**config.mk**
```make
export PLATFORM = sky130hd
export DESIGN_NAME = fir_ppm_tx
export DESIGN_NICKNAME = d
export VERILOG_FILES = /design/src/rtl/fir_pkg.sv /design/src/rtl/fir_fixed_seq.sv /design/src/rtl/fir_ppm_slot.sv /design/src/rtl/fir_crc32.sv /design/src/rtl/fir_ppm_tx.sv
export SDC_FILE = /design/constraint.sdc
export NUM_CORES = 1
export LEC_CHECK = 0
export ABC_AREA = 1
export BUFFER_PORTS_ARGS = -buffer_cell sky130_fd_sc_hd__buf_2
export CAP_MARGIN = 20
export CORE_MARGIN = 10
export CORE_UTILIZATION = 42
export DETAILED_ROUTE_END_ITERATION = 7
export SYNTH_ARGS = -nofsm -noshare
export SYNTH_HDL_FRONTEND = slang
export SYNTH_HIERARCHICAL = 1
export SYNTH_SLANG_ARGS = --single-unit
```
**constraint.sdc**
```tcl
create_clock -name clk -period 2.35 [get_ports clk]
set_input_delay 0 -clock clk [delete_from_list [all_inputs] [get_ports clk]]
set_output_delay 0 -clock clk [all_outputs]
set_load 0.01 [all_outputs]
```
**src/rtl/fir_pkg.sv**
```systemverilog
package fir_pkg;
  localparam logic [15:0] PRE_WORD  = 16'h80A8;
  localparam logic [31:0] STA_WORD  = 32'h0303_6060;
  localparam logic [31:0] STO_WORD  = 32'h0303_0606;
  localparam logic [31:0] CRC_POLY  = 32'hEDB8_8320;
  localparam logic [31:0] CRC_SEED  = 32'hFFFF_FFFF;

  typedef enum logic [2:0] {
    ST_IDLE, ST_PRE, ST_STA, ST_PAY, ST_CRC, ST_STO, ST_TAIL
  } tx_state_t;

  typedef enum logic [1:0] {
    SEQ_PRE, SEQ_STA, SEQ_STO
  } seq_sel_t;
endpackage

```
**src/rtl/fir_fixed_seq.sv**
```systemverilog
module fir_fixed_seq
  import fir_pkg::*;
(
  input  seq_sel_t   sel,
  input  logic [4:0] idx,
  output logic       chip
);
  logic [3:0] pre_bit;
  logic [4:0] long_bit;

  always_comb begin
    pre_bit  = 4'd15 - idx[3:0];
    long_bit = 5'd31 - idx;
    unique case (sel)
      SEQ_PRE: chip = PRE_WORD[pre_bit];
      SEQ_STA: chip = STA_WORD[long_bit];
      SEQ_STO: chip = STO_WORD[long_bit];
      default: chip = 1'b0;
    endcase
  end
endmodule

```
**src/rtl/fir_ppm_slot.sv**
```systemverilog
module fir_ppm_slot #(
  parameter int SLOTS = 4
) (
  input  logic [7:0] octet,
  input  logic [3:0] pos,
  output logic       chip
);
  localparam int PW = $clog2(SLOTS);
  logic [PW-1:0] pair;
  logic [SLOTS-1:0] onehot;

  always_comb begin
    unique case (pos[3:2])
      2'd0: pair = octet[1:0];
      2'd1: pair = octet[3:2];
      2'd2: pair = octet[5:4];
      default: pair = octet[7:6];
    endcase
  end

  for (genvar s = 0; s < SLOTS; s++) begin : g_slot
    assign onehot[s] = (pair == PW'(s));
  end

  assign chip = onehot[pos[PW-1:0]];
endmodule

```
**src/rtl/fir_crc32.sv**
```systemverilog
module fir_crc32
  import fir_pkg::*;
#(
  parameter logic [31:0] POLY = CRC_POLY,
  parameter logic [31:0] SEED = CRC_SEED
) (
  input  logic        clk,
  input  logic        rst_n,
  input  logic        init,
  input  logic        upd,
  input  logic [7:0]  octet,
  output logic [31:0] crc_fin
);
  logic [31:0] crc_q, crc_nx;

  always_comb begin
    crc_nx = crc_q;
    for (int i = 0; i < 8; i++) begin
      if (crc_nx[0] ^ octet[i]) crc_nx = (crc_nx >> 1) ^ POLY;
      else                      crc_nx = crc_nx >> 1;
    end
  end

  always_ff @(posedge clk or negedge rst_n) begin
    if (!rst_n)     crc_q <= SEED;
    else if (init)  crc_q <= SEED;
    else if (upd)   crc_q <= crc_nx;
  end

  assign crc_fin = ~crc_q;
endmodule

```
**src/rtl/fir_ppm_tx.sv**
```systemverilog
module fir_ppm_tx
  import fir_pkg::*;
#(
  parameter int PRE_REPS  = 16,
  parameter int CRC_BYTES = 4
) (
  input  logic       clk,
  input  logic       rst_n,
  input  logic       chip_en,
  input  logic       frame_go,
  input  logic [7:0] pay_data,
  input  logic       pay_valid,
  input  logic       pay_last,
  output logic       pay_ready,
  output logic       ir_line,
  output logic       frame_busy,
  output logic       frame_done
);
  localparam int PRE_CHIPS = PRE_REPS * 16;
  localparam int CRC_CHIPS = CRC_BYTES * 16;
  localparam int SEQ_CHIPS = 32;
  localparam int BYTE_CHIPS = 16;
  localparam int CNT_MAX = (PRE_CHIPS > CRC_CHIPS) ? PRE_CHIPS : CRC_CHIPS;
  localparam int CNT_W = $clog2(CNT_MAX);

  tx_state_t       state;
  logic [CNT_W-1:0] cnt;
  logic [7:0]      hold_q, cur_q;
  logic            hold_v, hold_last, cur_last, got_last;
  logic            accept, underrun;
  logic [31:0]     crc_fin;
  logic            seq_chip, slot_chip, next_chip;
  seq_sel_t        seq_sel;
  logic [7:0]      slot_octet;
  logic [1:0]      crc_idx;

  assign pay_ready = frame_busy && !hold_v && !got_last;
  assign accept    = pay_ready && pay_valid;
  assign underrun  = (state == ST_PAY) && (cnt == '0) && !hold_v;
  assign crc_idx   = cnt[5:4];

  fir_crc32 u_crc (
    .clk(clk), .rst_n(rst_n),
    .init(state == ST_IDLE && frame_go),
    .upd(accept), .octet(pay_data), .crc_fin(crc_fin)
  );

  always_comb begin
    unique case (state)
      ST_STA:  seq_sel = SEQ_STA;
      ST_STO:  seq_sel = SEQ_STO;
      default: seq_sel = SEQ_PRE;
    endcase
  end

  fir_fixed_seq u_seq (.sel(seq_sel), .idx(cnt[4:0]), .chip(seq_chip));

  always_comb begin
    if (state == ST_CRC)   slot_octet = crc_fin[crc_idx*8 +: 8];
    else if (cnt == '0)    slot_octet = hold_q;
    else                   slot_octet = cur_q;
  end

  fir_ppm_slot #(.SLOTS(4)) u_slot (.octet(slot_octet), .pos(cnt[3:0]), .chip(slot_chip));

  always_comb begin
    unique case (state)
      ST_PRE, ST_STA, ST_STO: next_chip = seq_chip;
      ST_PAY:                 next_chip = underrun ? 1'b0 : slot_chip;
      ST_CRC:                 next_chip = slot_chip;
      default:                next_chip = 1'b0;
    endcase
  end

  always_ff @(posedge clk or negedge rst_n) begin
    if (!rst_n) begin
      state      <= ST_IDLE;
      cnt        <= '0;
      hold_q     <= '0;
      hold_v     <= 1'b0;
      hold_last  <= 1'b0;
      cur_q      <= '0;
      cur_last   <= 1'b0;
      got_last   <= 1'b0;
      ir_line    <= 1'b0;
      frame_busy <= 1'b0;
      frame_done <= 1'b0;
    end else begin
      frame_done <= 1'b0;
      if (accept) begin
        hold_q    <= pay_data;
        hold_v    <= 1'b1;
        hold_last <= pay_last;
        if (pay_last) got_last <= 1'b1;
      end
      if (state == ST_IDLE) begin
        if (frame_go) begin
          state      <= ST_PRE;
          cnt        <= '0;
          got_last   <= 1'b0;
          frame_busy <= 1'b1;
        end
      end else if (chip_en) begin
        ir_line <= next_chip;
        unique case (state)
          ST_PRE: begin
            if (cnt == CNT_W'(PRE_CHIPS - 1)) begin state <= ST_STA; cnt <= '0; end
            else cnt <= cnt + 1'b1;
          end
          ST_STA: begin
            if (cnt == CNT_W'(SEQ_CHIPS - 1)) begin state <= ST_PAY; cnt <= '0; end
            else cnt <= cnt + 1'b1;
          end
          ST_PAY: begin
            if (!underrun) begin
              if (cnt == '0) begin
                cur_q    <= hold_q;
                cur_last <= hold_last;
                hold_v   <= 1'b0;
              end
              if (cnt == CNT_W'(BYTE_CHIPS - 1)) begin
                cnt <= '0;
                if (cur_last) state <= ST_CRC;
              end else cnt <= cnt + 1'b1;
            end
          end
          ST_CRC: begin
            if (cnt == CNT_W'(CRC_CHIPS - 1)) begin state <= ST_STO; cnt <= '0; end
            else cnt <= cnt + 1'b1;
          end
          ST_STO: begin
            if (cnt == CNT_W'(SEQ_CHIPS - 1)) begin state <= ST_TAIL; cnt <= '0; end
            else cnt <= cnt + 1'b1;
          end
          default: begin
            ir_line    <= 1'b0;
            frame_busy <= 1'b0;
            frame_done <= 1'b1;
            state      <= ST_IDLE;
          end
        endcase
      end
    end
  end
endmodule

```
# --- Word level (Yosys, flattened, before mapping) ---
# Memory sizes are Yosys's and may differ from the RTL's.
# Index checks and enable logic that the tools add are counted.
word_totals:
  ff_bits: 66
  mem_bits_ro: 80
  input_bits: 14
  output_inout_bits: 4
  mem_count: 3
op_classes:
  addsub: 3
  n_lt_le_gt_ge: 3
  eq_ne: 25
  shifts: 1
  muxes: 60
  n_bitwise: 19
  reduce_logical: 25
mem_list:
  columns: ["name", "depth", "width", "read_ports", "rd_ports_with_merged_regs", "wr", "line_no", "text"]
  rows:
  - ["(name not given)", 32, 1, 1, 0, 0, "fir_fixed_seq.sv:16", "SEQ_STA: chip = STA_WORD[long_bit];"]
  - ["(name not given)", 32, 1, 1, 0, 0, "fir_fixed_seq.sv:17", "SEQ_STO: chip = STO_WORD[long_bit];"]
  - ["(name not given)", 16, 1, 1, 0, 0, "fir_fixed_seq.sv:15", "SEQ_PRE: chip = PRE_WORD[pre_bit];"]
ops:
  columns: ["operator", "n"]
  rows:
  - ["32-bit 2-to-1 mux", 10]
  - ["13-bit inverter with 14-bit output", 8]
  - ["8-bit 2-to-1 mux", 10]
  - ["32-bit inverter", 1]
  - ["8-bit case mux with 4 select lines", 1]
  - ["32-bit by 6-bit indexed part select with 8-bit output", 1]
  - ["3-bit 2-to-1 mux", 10]
  - ["1-bit 2-to-1 mux", 23]
  - ["3-bit case mux with 5 select lines", 1]
  - ["3-bit by 2-bit != test with 1-bit output, second input constant", 3]
  - ["3-bit != test, second input constant", 3]
  - ["9-bit AND reduction", 1]
  - ["8-bit by 1-bit adder with 8-bit output, second input constant", 1]
  - ["2-bit == test, second input constant", 4]
  - ["8-bit by 4-bit == test with 1-bit output, second input constant", 1]
  - ["8-bit by 5-bit == test with 1-bit output, second input constant", 1]
  - ["8-bit by 6-bit == test with 1-bit output, second input constant", 1]
  - ["8-bit == test, second input constant", 1]
  - ["8-bit zero test", 1]
  - ["4-bit AND reduction", 2]
  - ["1-bit XOR", 8]
  - ["2-bit by 1-bit == test with 1-bit output, second input constant", 3]
  - ["3-bit by 2-bit == test with 1-bit output, second input constant", 2]
  - ["3-bit == test, second input constant", 2]
  - ["other kinds (26)", 37]

# --- Logic depth before layout (Yosys ltp) ---
# Gate-level depths: netlist of the first run.
logic_depth:
  word_depth: 18
  depth_mapped: 19
  mapped_depth_nobuf: 19

# --- By module ---
# Netlist of the first run, hierarchy kept.
by_module_without_submodules:
  columns: ["mod", "instances", "cells_per_inst", "area_each_um2"]
  rows:
  - ["fir_crc32", 1, 391, 2547.4]
  - ["fir_ppm_tx", 1, 327, 2277.2]
  - ["fir_ppm_slot", 1, 29, 148.9]
  - ["fir_fixed_seq", 1, 26, 110.1]

# --- Least setup slack after synthesis of the first run ---
# No wires, ideal clock.
synth_path:
  path_type: "reg-to-reg"
  start: "register cnt[0]"
  end: "register ir_line"
  setup_time_ns: 0.065
  t_arrival_ns: 2.163
  required_time_ns: 2.285
  path_slack_ns: 0.122
  path_stages_with_launch: 19
  cell_sequence: "dfrtp_1 > inv_1 > ha_1 > nand3_1 > nor2_8 > buf_2 > o21ai_0 > nor2_1 > a21oi_1 > inv_1 > nor2_1 > nor2_1 > nand2_1 > nand2_1 > nor2_2 > nand3_1 > nand3_1 > nand2_1 > nand2_1"
synth_between:
  elab_chain_cells: 10
  elab_cells_between_ends: 24
synth_rtl:
  columns: ["item", "line_no", "text"]
  rows:
  - ["from (decl)", "fir_ppm_tx.sv:27", "logic [CNT_W-1:0] cnt;"]
  - ["from (signal assigned)", "fir_ppm_tx.sv:108", "else cnt <= cnt + 1'b1;"]
  - ["from (signal assigned)", "fir_ppm_tx.sv:112", "else cnt <= cnt + 1'b1;"]
  - ["from (signal assigned)", "fir_ppm_tx.sv:124", "end else cnt <= cnt + 1'b1;"]
  - ["8-bit zero test *", "fir_ppm_tx.sv:60", "else if (cnt == '0) slot_octet = hold_q;"]
  - ["8-bit 2-to-1 mux *", null, null]
  - ["8-bit 2-to-1 mux *", "fir_ppm_tx.sv:59", "if (state == ST_CRC) slot_octet = crc_fin[crc_idx*8 +: 8];"]
  - ["named net slot_octet[6]", "fir_ppm_tx.sv:34", "logic [7:0] slot_octet;"]
  - ["2-bit case mux with 3 select lines *", "fir_ppm_slot.sv:13", "unique case (pos[3:2])"]
  - ["2-bit by 1-bit == test with 1-bit output, or another cell as far along", "fir_ppm_slot.sv:22", "assign onehot[s] = (pair == PW'(s));"]
  - ["1-bit binary-select mux with 2-bit select *", "fir_ppm_slot.sv:25", "assign chip = onehot[pos[PW-1:0]];"]
  - ["1-bit 2-to-1 mux (implied by the code) *", "fir_ppm_slot.sv:25", null]
  - ["named net slot_chip", "fir_ppm_tx.sv:32", "logic seq_chip, slot_chip, next_chip;"]
  - ["1-bit 2-to-1 mux", "fir_ppm_tx.sv:69", "ST_PAY: next_chip = underrun ? 1'b0 : slot_chip;"]
  - ["1-bit case mux with 3 select lines *", "fir_ppm_tx.sv:67", "unique case (state)"]
  - ["1-bit 2-to-1 mux *", "fir_ppm_tx.sv:105", "unique case (state)"]
  - ["to (signal assigned)", "fir_ppm_tx.sv:104", "ir_line <= next_chip;"]
  - ["to (decl)", "fir_ppm_tx.sv:15", "output logic ir_line,"]
# The timed path passes the listed nets; every way through them passes the cells marked *. The select of a mux whose other input is x is not followed.
# A chain may end at the register's enable or synchronous reset.

# --- Worst setup path after layout of the first run ---
layout_path:
  start: "register cnt[6]"
  end: "register ir_line"
# The elaborated chain is that of the path after synthesis.

==> results of run 1 <==
-- per-layer routing --
metal | up-vias | wire, um
met5 | - | 0
met4 | 0 | 296
met3 | 19 | 701
met2 | 116 | 7060
met1 | 2403 | 7090
li1 | 2507 | -
-- worst min-delay path by stage --
stage / from / end / slack, ps / cells after the start
floorplan: rst_n / cnt[0] / -300 / 0
global placement: rst_n / cur_q[7] / 70 / 1
detailed placement: rst_n / hold_q[1] / 70 / 1
CTS: chip_en / cur_last / 1 / 3
global route: chip_en / cur_last / 50 / 3
finish: chip_en / cur_last / 10 / 3
-- power groups by stage --
stage / sequential, mW / combinational [mW] / clock (mW)
global placement: 1.97 / 4.09 / 0
floorplan: 1.95 / 3.17 / 0
CTS: 1.97 / 4.23 / 1.58
detailed placement: 1.98 / 4.19 / 0
global route: 2.02 / 5.03 / 1.62
finish: 1.97 / 4.48 / 1.55
-- state kept, by name, summed over array words and instances, names as in the netlist --
signal / cells
u_crc/crc_q: 32
cnt: 8
cur_q: 8
hold_q: 8
state: 3
cur_last: 1
frame_busy: 1
frame_done: 1
got_last: 1
hold_last: 1
hold_v: 1
ir_line: 1
-- synthesized netlist by cell type (all sizes together) (9+ instances only) --
cell type  count  area [um^2]
a21oi         20          100
buf            9         63.8
dfrtp         34          851
dfstp         32          841
inv          136          513
nand2        291         1190
nand3         70          373
nor2          64          290
o21ai         46          260
o22ai          9         56.3
xor2          21          191
-- layout make-up --
class                   count  area (um^2)  area share
inverters                 137          517      0.0859
flip-flops and latches     66         1700       0.282
repair buffers             54          407      0.0676
clock inverters             4         72.6      0.0121
clock buffers              12          267      0.0443
well taps                 147          184      0.0306
multi-input cells         559         2870       0.478
-- logic make-up (layout without fill, tap and decap cells) --
kind of cell / count (synthesis) / in the layout / share of synthesized area
simple gates: 434 / 435 / 0.374
xor+xnor: 29 / 29 / 0.0573
compound gates: 90 / 90 / 0.107
fa+ha+maj: 5 / 5 / 0.0123
flops: 66 / 66 / 0.333
buf+inv: 149 / 207 / 0.116
-- per-stage QoR --
step	cell area (um^2)	utilization	power (mW)	hold WS, ps	TNS, ps
floorplan	5080	-	5.12	-296	0
global placement	5460	0.458	6.06	65.6	0
detailed placement	5460	0.458	6.17	73.5	0
CTS	5900	0.496	7.77	1.11	0
global route	6020	0.505	8.66	46.1	-3.49
finish	6020	0.505	8.00	10.9	0
-- worst min-delay path: stages --
cell	delay (ps)
buf_2	120
nand4_1	100
o21ai_0	80
-- repair_timing --
action | 4_1_cts | 5_1_grt
setup buffers | 0 | 4
hold buffers | 11 | 0
endpoints found under the hold margin | 38 | 0
gates resized for setup | 0 | 24
setup endpoints to repair | 0 | 1
==> impl_results.md, run 1 <==
* Sequential fraction of the synthesis area at 0.333
* Max-slew violation total from the final report at 0
* Post-Place Worst Slack at ~46 ps
* Comb power frac at 0.560
* Layout Nets at 846
* Crit path capture: ir_line
* Crit Reg-Reg Startpoint: cnt[6]
* CP Launch Type: register
* Critical-path cell list: nor2_4 > nand2_4 > nor2_8 > buf_4 > nand2_1 > o21ai_2 > nor2_1 > a21oi_1 > nand3_2 > nand3_1 > nand3_1 > nand2_1 > inv_1 > nor2_2 > nand3_1 > nand3_1 > nand2_1 > nand2_1
* Asr flop ratio synth at 1.00
* Share of layout cells above drive strength 1 at 0.207
* P_int at 4.26 mW
* Die width at between 100 and 150 um
* Max Clock Skew at between 7 and 8 ps
* Worst setup path startpoint: cnt[6]
* Routed len/inst at 15.5 um
* GR Layer Usage met1 at 0.249
* Core area at around 12,000 um^2
* Min cycle time layout at about 2200 ps
* Total GRT Usage at 0.187
* Slew HR at 0.456
* I/O pins at 18
* CP max-delay cell: dfrtp_2
* Post-synthesis cell type count at slightly above 40
* Pwr/cell area at ~1300 nW/um^2
* WP data required at between 2000 and 3000 ps
* GR peak layer: met2
* DR iter-0 viols at 413
* Worst path arrival time at 2480 ps
* Final ANT Viol Nets at 0
* Worst Path Max Fanout at 8
* Clk pwr share at 0.194
* Total gr overflow at 0
* DIE AREA at 16,900 um^2
* Placed instance count at ~950
* Vias/cell at ~5.2
* Leak pwr at 3.24 nW
* Core Rows at 40
* Die Ht at 130 um
* Worst setup EP type: register
* Outcome: complete, no violations
* #FFs+latches synth at 66
* Vias after detailed routing at 5,045
* Max VDD drop at 0.579 mV
* Switching power at roughly 3.7 mW
* Setup violations, final at 0
* EDFF count, synth at 0
* Largest net degree at the start of global routing at 40
* Clock Latency Late Sink at 340 ps
* Worst Setup Path Type: reg2reg
* Max Fclk at 0.455 GHz
* Vias in the first global route at 4,794
* Stages on the worst setup path at 18
* Clk sink count at between 60 and 70
* Sw frac at 0.467
* Synth-to-Final Area Change at 18.3%
* Netlist Area Pre-Place at slightly above 5000 um^2
* CTS buffer count at 9
* Cells on worst reg2reg path at 18
* DR pass1 iterations at 5
* CTS tree: yes
* Slew @ Worst Pin at approximately 820 ps
* HP Class: in2reg
* Reg-to-Reg End: ir_line
* Commonest non-fill, non-tap cell in the layout: nand2_1
* Worst-path clk slew at ~60 ps
* Mapped Cells at 773
* H-tree level count at 3
* Delay-heaviest family, CP: simple AND/OR/NAND/NOR gates
* Slowest Stage Delay on Critical Path at 440 ps
* Initial antenna violation count at 0
* Most used flip-flop cell after synthesis: dfrtp_1
* First-pass GRT wire length at between 20,000 and 25,000 um
* Count of input and output buffers at 17
* Starting Density at 0.427
* Diode count at 0
* Max-cap violations at 0
* Final Cycle Share at 0.936
* YS warnings at 6
* Fin worst setup slack at 151 ps
* Net Count, Synth at 792
* DRC viols at 0
* Met3 usage at 0.0264
* Final Hold Fails at 0
* Most frequent cells in the layout: nand2_1 (267), inv_1 (117), nand3_1 (66)
* Root buf cell: clkbuf_16
* Met2 usage at 0.302
* Reg2Reg Setup Slack at 150 ps
* # fillers at around 1,200
* CTS max path bufs at 2
* Post-DP HPWL at 11,000 um
* Seq pwr share at 0.246
* Layout Cells excl Fill at 979
* Buf+Inv Stages, Crit Path at 2
* Routed wire length at about 15,000 um
* Average size of a mapped cell at ~6.6 um^2
* RePlAce Congestion at 0.903
Note: power is estimated with default switching activity, not from simulation.
==> inputs of run 2 (changes only) <==
--- a/config.mk
+++ b/config.mk
@@ -12,4 +12,5 @@
 export CORE_UTILIZATION = 42
 export DETAILED_ROUTE_END_ITERATION = 7
+export GPL_TIMING_DRIVEN = 0
 export SYNTH_ARGS = -nofsm -noshare
 export SYNTH_HDL_FRONTEND = slang
==> constraint.sdc (replaced) <==
create_clock -name clk -period 2.35 [get_ports clk]
set_input_delay 0.47 -clock clk [delete_from_list [all_inputs] [get_ports clk]]
set_output_delay 0.47 -clock clk [all_outputs]
set_load 0.01 [all_outputs]
==> run 2 against run 1 <==
Global-route usage decreased by 0.80 points; sequential cell count did not move; sequential share of layout area up 0.97 points; worst hold slack better by 240 ps; critical path type unchanged; via count down 1.1%; critical path depth down 2; first-iteration DRC count increased by 3.6%; largest cell class unchanged; largest power group unchanged.
==> impl_results.md, run 2 (same netlist as run 1, synthesis figures left out) <==
* Outcome: complete, no violations
* Vias/cell at 5.18 (+0.49%)
* Placed instance count at 937 (-1.1%)
* RSZ-0062 raised after global routing: yes
* Commonest non-fill, non-tap cell in the layout: nand2_1
* CTS tree: yes
* Diode count at 0 (unchanged)
* Initial antenna violation count at 0 (unchanged)
* Worst Path Max Fanout at 11 (+3)
* CTS max path bufs at 2 (unchanged)
* Max Clock Skew at 11.2 ps (+4.04 ps)
* Core area at 11,900 um^2 (unchanged)
* Routed len/inst at 15.2 um (-2.0%)
* Core Rows at 40 (unchanged)
* Most frequent cells in the layout: nand2_1 (265), inv_1 (117), nand3_1 (66)
* Starting Density at 0.427 (unchanged)
* CTS Hold Buffers Added at 0 (-11)
* DRC viols at 0 (unchanged)
* Pwr/cell area at 1340 nW/um^2 (+0.83%)
* Vias in the first global route at 4,652 (-3.0%)
* Synth-to-Final Area Change at 14.5%
* Share of layout cells above drive strength 1 at 0.207 (about the same)
* Count of input and output buffers at 17 (unchanged)
* Min cycle time layout at 2330 ps (+129 ps)
* Biggest register: u_crc/crc_q
* Crit path capture: ir_line
* Max-slew violation total from the final report at 0 (unchanged)
* Max Fclk at 0.429 GHz (-5.6%)
* Root buf cell: clkbuf_16
* Reg-to-Reg End: ir_line
* Die Ht at 130 um (unchanged)
* Largest net degree at the start of global routing at 67 (+68%)
* Worst-path clk slew at 60 ps (about the same)
* Final Hold Fails at 0 (unchanged)
* Clk sink count at 66 (unchanged)
* CP Launch Type: register
* I/O pins at 18 (unchanged)
* DIE AREA at 16,900 um^2 (unchanged)
* CTS buffer count at 9 (unchanged)
* Vias after detailed routing at 4,992 (-1.1%)
* Cells on worst reg2reg path at 16 (-2)
* Setup violations, final at 0 (unchanged)
* Clock Latency Late Sink at 340 ps (about the same)
* Total gr overflow at 0 (unchanged)
* First-pass GRT wire length at 23,800 um (-4.5%)
* Max VDD drop at 0.440 mV (-24%)
* Max reg flops at 32 (unchanged)
* Layout Cells excl Fill at 964 (-1.5%)
* Max-cap violations at 0 (unchanged)
* Die width at 130 um (unchanged)
* H-tree level count at 3 (unchanged)
* DR iter-0 viols at 428 (+3.6%)
* Final ANT Viol Nets at 0 (unchanged)
* Leak pwr at 3.13 nW (-3.3%)
* Worst setup EP type: register
* Final Cycle Share at 0.991 (+0.0551)
* Total GRT Usage at 0.179 (-0.00804)
* Layout Nets at 831 (-1.8%)
* DR pass1 iterations at 5 (unchanged)
* WP data required at 2580 ps (-50 ps)
* Worst Setup Path Type: reg2reg
* HP Class: in2async
* Reg2Reg Setup Slack at 20 ps (-130 ps)
* Worst setup path startpoint: cnt[3]
* Worst path arrival time at 2560 ps (+80 ps)
* Post-DP HPWL at 10,600 um (-4.2%)
* RePlAce Congestion at 0.963 (+6.6%)
* Hold WS at 248 ps (+237 ps)
* Post-layout util at 0.489 (-0.0164)
* Total power at 7.81 mW (-2.4%)
* Setup TNS at 0 ps (unchanged)
* Slew HR at 0.420 (-0.0354)
* Slew @ Worst Pin at 869 ps (+53.0 ps)
* Crit Reg-Reg Startpoint: cnt[3]
* Routed wire length at 14,600 um (-3.5%)
run 2: final cells by class:
type / count / area [um^2]
fill: 1179 / 6090
multi-input combinational: 559 / 2870
sequential: 66 / 1700
inverter: 137 / 520
clock buffer: 11 / 243
tap: 147 / 184
timing repair buffer: 27 / 160
buffer: 12 / 91.3
clock inverter: 5 / 55.1
run 2: where the power goes:
part           leakage (nW)  internal [mW]  total (mW)  switching [mW]
logic                  2.22           1.52        4.42            2.90
registers             0.764           1.71        2.01           0.293
clock network         0.142          0.847        1.38           0.529
run 2: worst max-delay path: stages, from the launching register on:
cell and delay [ps]:
dfrtp_2 480, inv_1 180, nand3_4 150, nor2_8 190
buf_2 190, o21ai_0 120, nor2_1 150, a21oi_2 70
or2_0 230, nand3_1 80, nand2_1 50, inv_1 60
nor2_2 40, nand3_1 70, nand3_1 70, nand2_1 60
nand2_1 40
run 2: worst min path at each step:
| stage | slack [ps] | end | from | cells past startpoint |
|---|---|---|---|---|
| after floorplan | 170 | cnt[0] | rst_n | 0 |
| after global placement | 460 | ir_line | ir_line | 2 |
| after detailed placement | 460 | ir_line | ir_line | 2 |
| after CTS | 280 | cur_q[5] | rst_n | 1 |
| after global routing | 320 | hold_q[5] | rst_n | 1 |
| final | 250 | cur_q[5] | rst_n | 1 |
run 2: what timing repair did:
action                                  CTS  global route
pin swaps                                 1             6
resized for setup                        20            14
endpoints found under the setup margin   27            27
cloned                                    1             1
setup buffers                             1             8
run 2: per-stage QoR:
stage	cell area, um^2	setup slack, ps
after CTS	5720	-51.2
after global routing	5820	-202
final	5820	21.6
after floorplan	5080	122
after detailed placement	5360	-416
after global placement	5350	-353
run 2: layer usage:
metal / vias up / track usage / part of all wire
li1: 2483 / - / -
met1: 2335 / 0.248 / 0.47
met2: 157 / 0.277 / 0.45
met3: 17 / 0.0272 / 0.066
met4: 0 / 0.0602 / 0.015
met5: - / 0 / 0
==> inputs of run 3 (changes only) <==
Settings changed: ABC_AREA 1 to default, CORE_MARGIN 10 to 1.5.
==> run 3 against run 2 <==
The run now ends with setup timing left; sequential share of layout area is 2.6 points higher; register-to-register slack got worse by 680 ps; global-route usage up 2.8 points; non-clock buffer count grew 13; count of clock-buffer cells in the layout increased by 1; total power grew 0.16%; critical path type unchanged; largest cell class unchanged.
==> impl_results.md, run 3 <==
* YS warnings at 6 (unchanged)
* Count of input and output buffers at 16 (-1)
* Max reg flops at 32 (unchanged)
* Starting Density at 0.429 (+0.00250)
* Core Rows at 38 (-5.0%)
* Share of layout cells above drive strength 1 at 0.333 (+0.126)
* Most frequent cells in the layout: xnor2_1 (42), nor2_1 (41), inv_1 (38)
* Post-Place Worst Slack at -908 ps (-492 ps)
* Average size of a mapped cell at 10.5 um^2 (+59%)
* Synth top area cells: dfrtp_1 (18%), dfstp_2 (18%), xnor2_1 (7.9%)
* Yosys top cell by area: dfrtp_1
* Max-cap violations at 0 (unchanged)
* Sequential fraction of the synthesis area at 0.365 (+0.0324)
* CTS tree: yes
* DIE AREA at 11,700 um^2 (-31%)
* Clk sink count at 66 (unchanged)
* CP Launch Type: register
* Max-slew violation total from the final report at 0 (unchanged)
* First-pass GRT wire length at 18,300 um (-23%)
* I/O pins at 18 (unchanged)
* Asr flop ratio synth at 1.00 (unchanged)
* CTS buffer count at 9 (unchanged)
* Vias in the first global route at 3,437 (-26%)
* Final Hold Fails at 0 (unchanged)
* Fin worst setup slack at -656 ps (-678 ps)
* Largest net degree at the start of global routing at 67 (unchanged)
* Post-synthesis cell type count at 66 (+61%)
* Routed wire length at 11,200 um (-23%)
* Cells on worst reg2reg path at 15 (-1)
* Vias after detailed routing at 3,453 (-31%)
* #FFs+latches synth at 66 (unchanged)
* Worst path arrival time at 3270 ps (+710 ps)
* Max VDD drop at 1.16 mV (+160%)
* Failing checks: setup timing
* Outcome: finished, violations left
* Mapped Cells at 443 (-43%)
* Total gr overflow at 0 (unchanged)
* EDFF count, synth at 0 (unchanged)
* Net Count, Synth at 462 (-42%)
* Post-synth top area share at 0.184 (-0.0135)
* Synth-to-Final Area Change at 15.2%
* Final ANT Viol Nets at 0 (unchanged)
* Slew @ Worst Pin at 859 ps (-10.7 ps)
* Post-DP HPWL at 7920 um (-25%)
* H-tree level count at 3 (unchanged)
* Routed len/inst at 17.8 um (+18%)
* Die width at 108 um (-17%)
* Root buf cell: clkbuf_8
* Hold WS at 240 ps (-8.23 ps)
* Clock Latency Late Sink at 340 ps (about the same)
* Min cycle time layout at 3010 ps (+678 ps)
* Die Ht at 108 um (-17%)
* Layout Nets at 504 (-39%)
* Leak pwr at 2.45 nW (-22%)
* Max Fclk at 0.333 GHz (-23%)
* Post-layout util at 0.495 (+0.00590)
* Core area at 10,800 um^2 (-9.4%)
* Setup violations, final at 4 (+4)
* Most used flip-flop cell after synthesis: dfrtp_1
* DRC viols at 0 (unchanged)
* CTS Hold Buffers Added at 0 (unchanged)
* Worst setup EP type: register
* CTS max path bufs at 2 (unchanged)
* Slew HR at 0.427 (+0.00710)
* DR iter-0 viols at 279 (-35%)
* Pwr/cell area at 1460 nW/um^2 (+9.2%)
* WP data required at 2610 ps (+30 ps)
* Vias/cell at 5.48 (+5.8%)
* Most numerous cell in the Yosys netlist: xnor2_1
* Total GRT Usage at 0.207 (+0.0285)
* Final Cycle Share at 1.28 (+0.289)
* DR pass1 iterations at 5 (unchanged)
* Biggest register: u_crc/crc_q
* Worst Path Max Fanout at 5 (-6)
* Worst Setup Path Type: reg2reg
* Post-synth top cells: xnor2_1 (42), nor2_1 (41), inv_1 (40), dfrtp_1 (34), dfstp_2 (32)
* RePlAce Congestion at 0.827 (-14%)
* Max Clock Skew at 8.65 ps (-2.60 ps)
* Diode count at 0 (unchanged)
* RSZ-0062 raised after global routing: yes
* Initial antenna violation count at 0 (unchanged)
* HP Class: in2async
* Total power at 7.82 mW (+0.16%)
* Netlist Area Pre-Place at 4630 um^2 (-8.9%)
* Commonest non-fill, non-tap cell in the layout: xnor2_1
* Worst-path clk slew at 70 ps (about the same)
[run 3: power by group]
part	total [mW]	switching (mW)	internal, mW
clock	1.08	0.448	0.628
sequential	2.06	0.324	1.74
combinational	4.68	2.19	2.49
[run 3: cell families (layout without fill, tap and decap cells)]
group           after synthesis  after routing  synth area share
simple gates                107            107             0.122
compound gates               92             92             0.146
xor+xnor                     72             72             0.184
flops                        66             66             0.365
buf+inv                      62            109            0.0535
mux                          39             39             0.116
fa+ha+maj                     5              5            0.0135
[run 3: worst paths after layout]
| kind | startpoint | endpoint | slack [ps] |
|---|---|---|---|
| setup / recovery | cnt[1] | ir_line | -660 |
| setup reg to reg | cnt[1] | ir_line | -660 |
| hold / removal | rst_n | cnt[4] | 240 |
| min in group clk | pay_last | got_last | 370 |
| hold reg to reg | hold_last | cur_last | 510 |
| max in group asynchronous | rst_n | cnt[2] | 1530 |
[run 3: per-stage QoR]
stage	instances	area, um^2	TNS, ps
after floorplan	443	4660	-331
after CTS	627	5270	-683
after global placement	599	4910	-11190
after detailed placement	599	4910	-12360
final	630	5340	-715
after global routing	630	5340	-1210
[run 3: final cells by class]
class | instances | area (um^2)
clock buffers | 12 | 145
well taps | 140 | 175
inverters | 41 | 155
repair buffers | 31 | 195
clock inverters | 4 | 75.1
plain buffers | 21 | 128
flip-flops and latches | 66 | 1700
fillers | 1003 | 5460
multi-input cells | 315 | 2770
[run 3: worst max-delay path: stages (launching register included)]
cell	delay, ps
dfrtp_2	420
inv_2	80
ha_4	130
nor4b_4	230
nand2_2	120
buf_6	160
mux2i_1	180
o21ai_1	110
mux4_2	490
xor2_1	150
nor2_1	170
and3_1	190
a21oi_2	40
o211ai_1	190
a32oi_1	110
o21ai_1	150
[run 3: metal layers]
metal,GRT usage,routed length [um],share of wire
met5,0,0,0
met4,0.0658,177,0.016
met1,0.271,5090,0.45
met3,0.0368,381,0.034
met2,0.348,5590,0.50
[run 3: timing repair]
action                     in CTS  in global routing
setup endpoints to repair      33                 23
resized for setup              22                 18
pin swaps                       8                  9
setup buffers                  11                  3
gates cloned                    1                  0
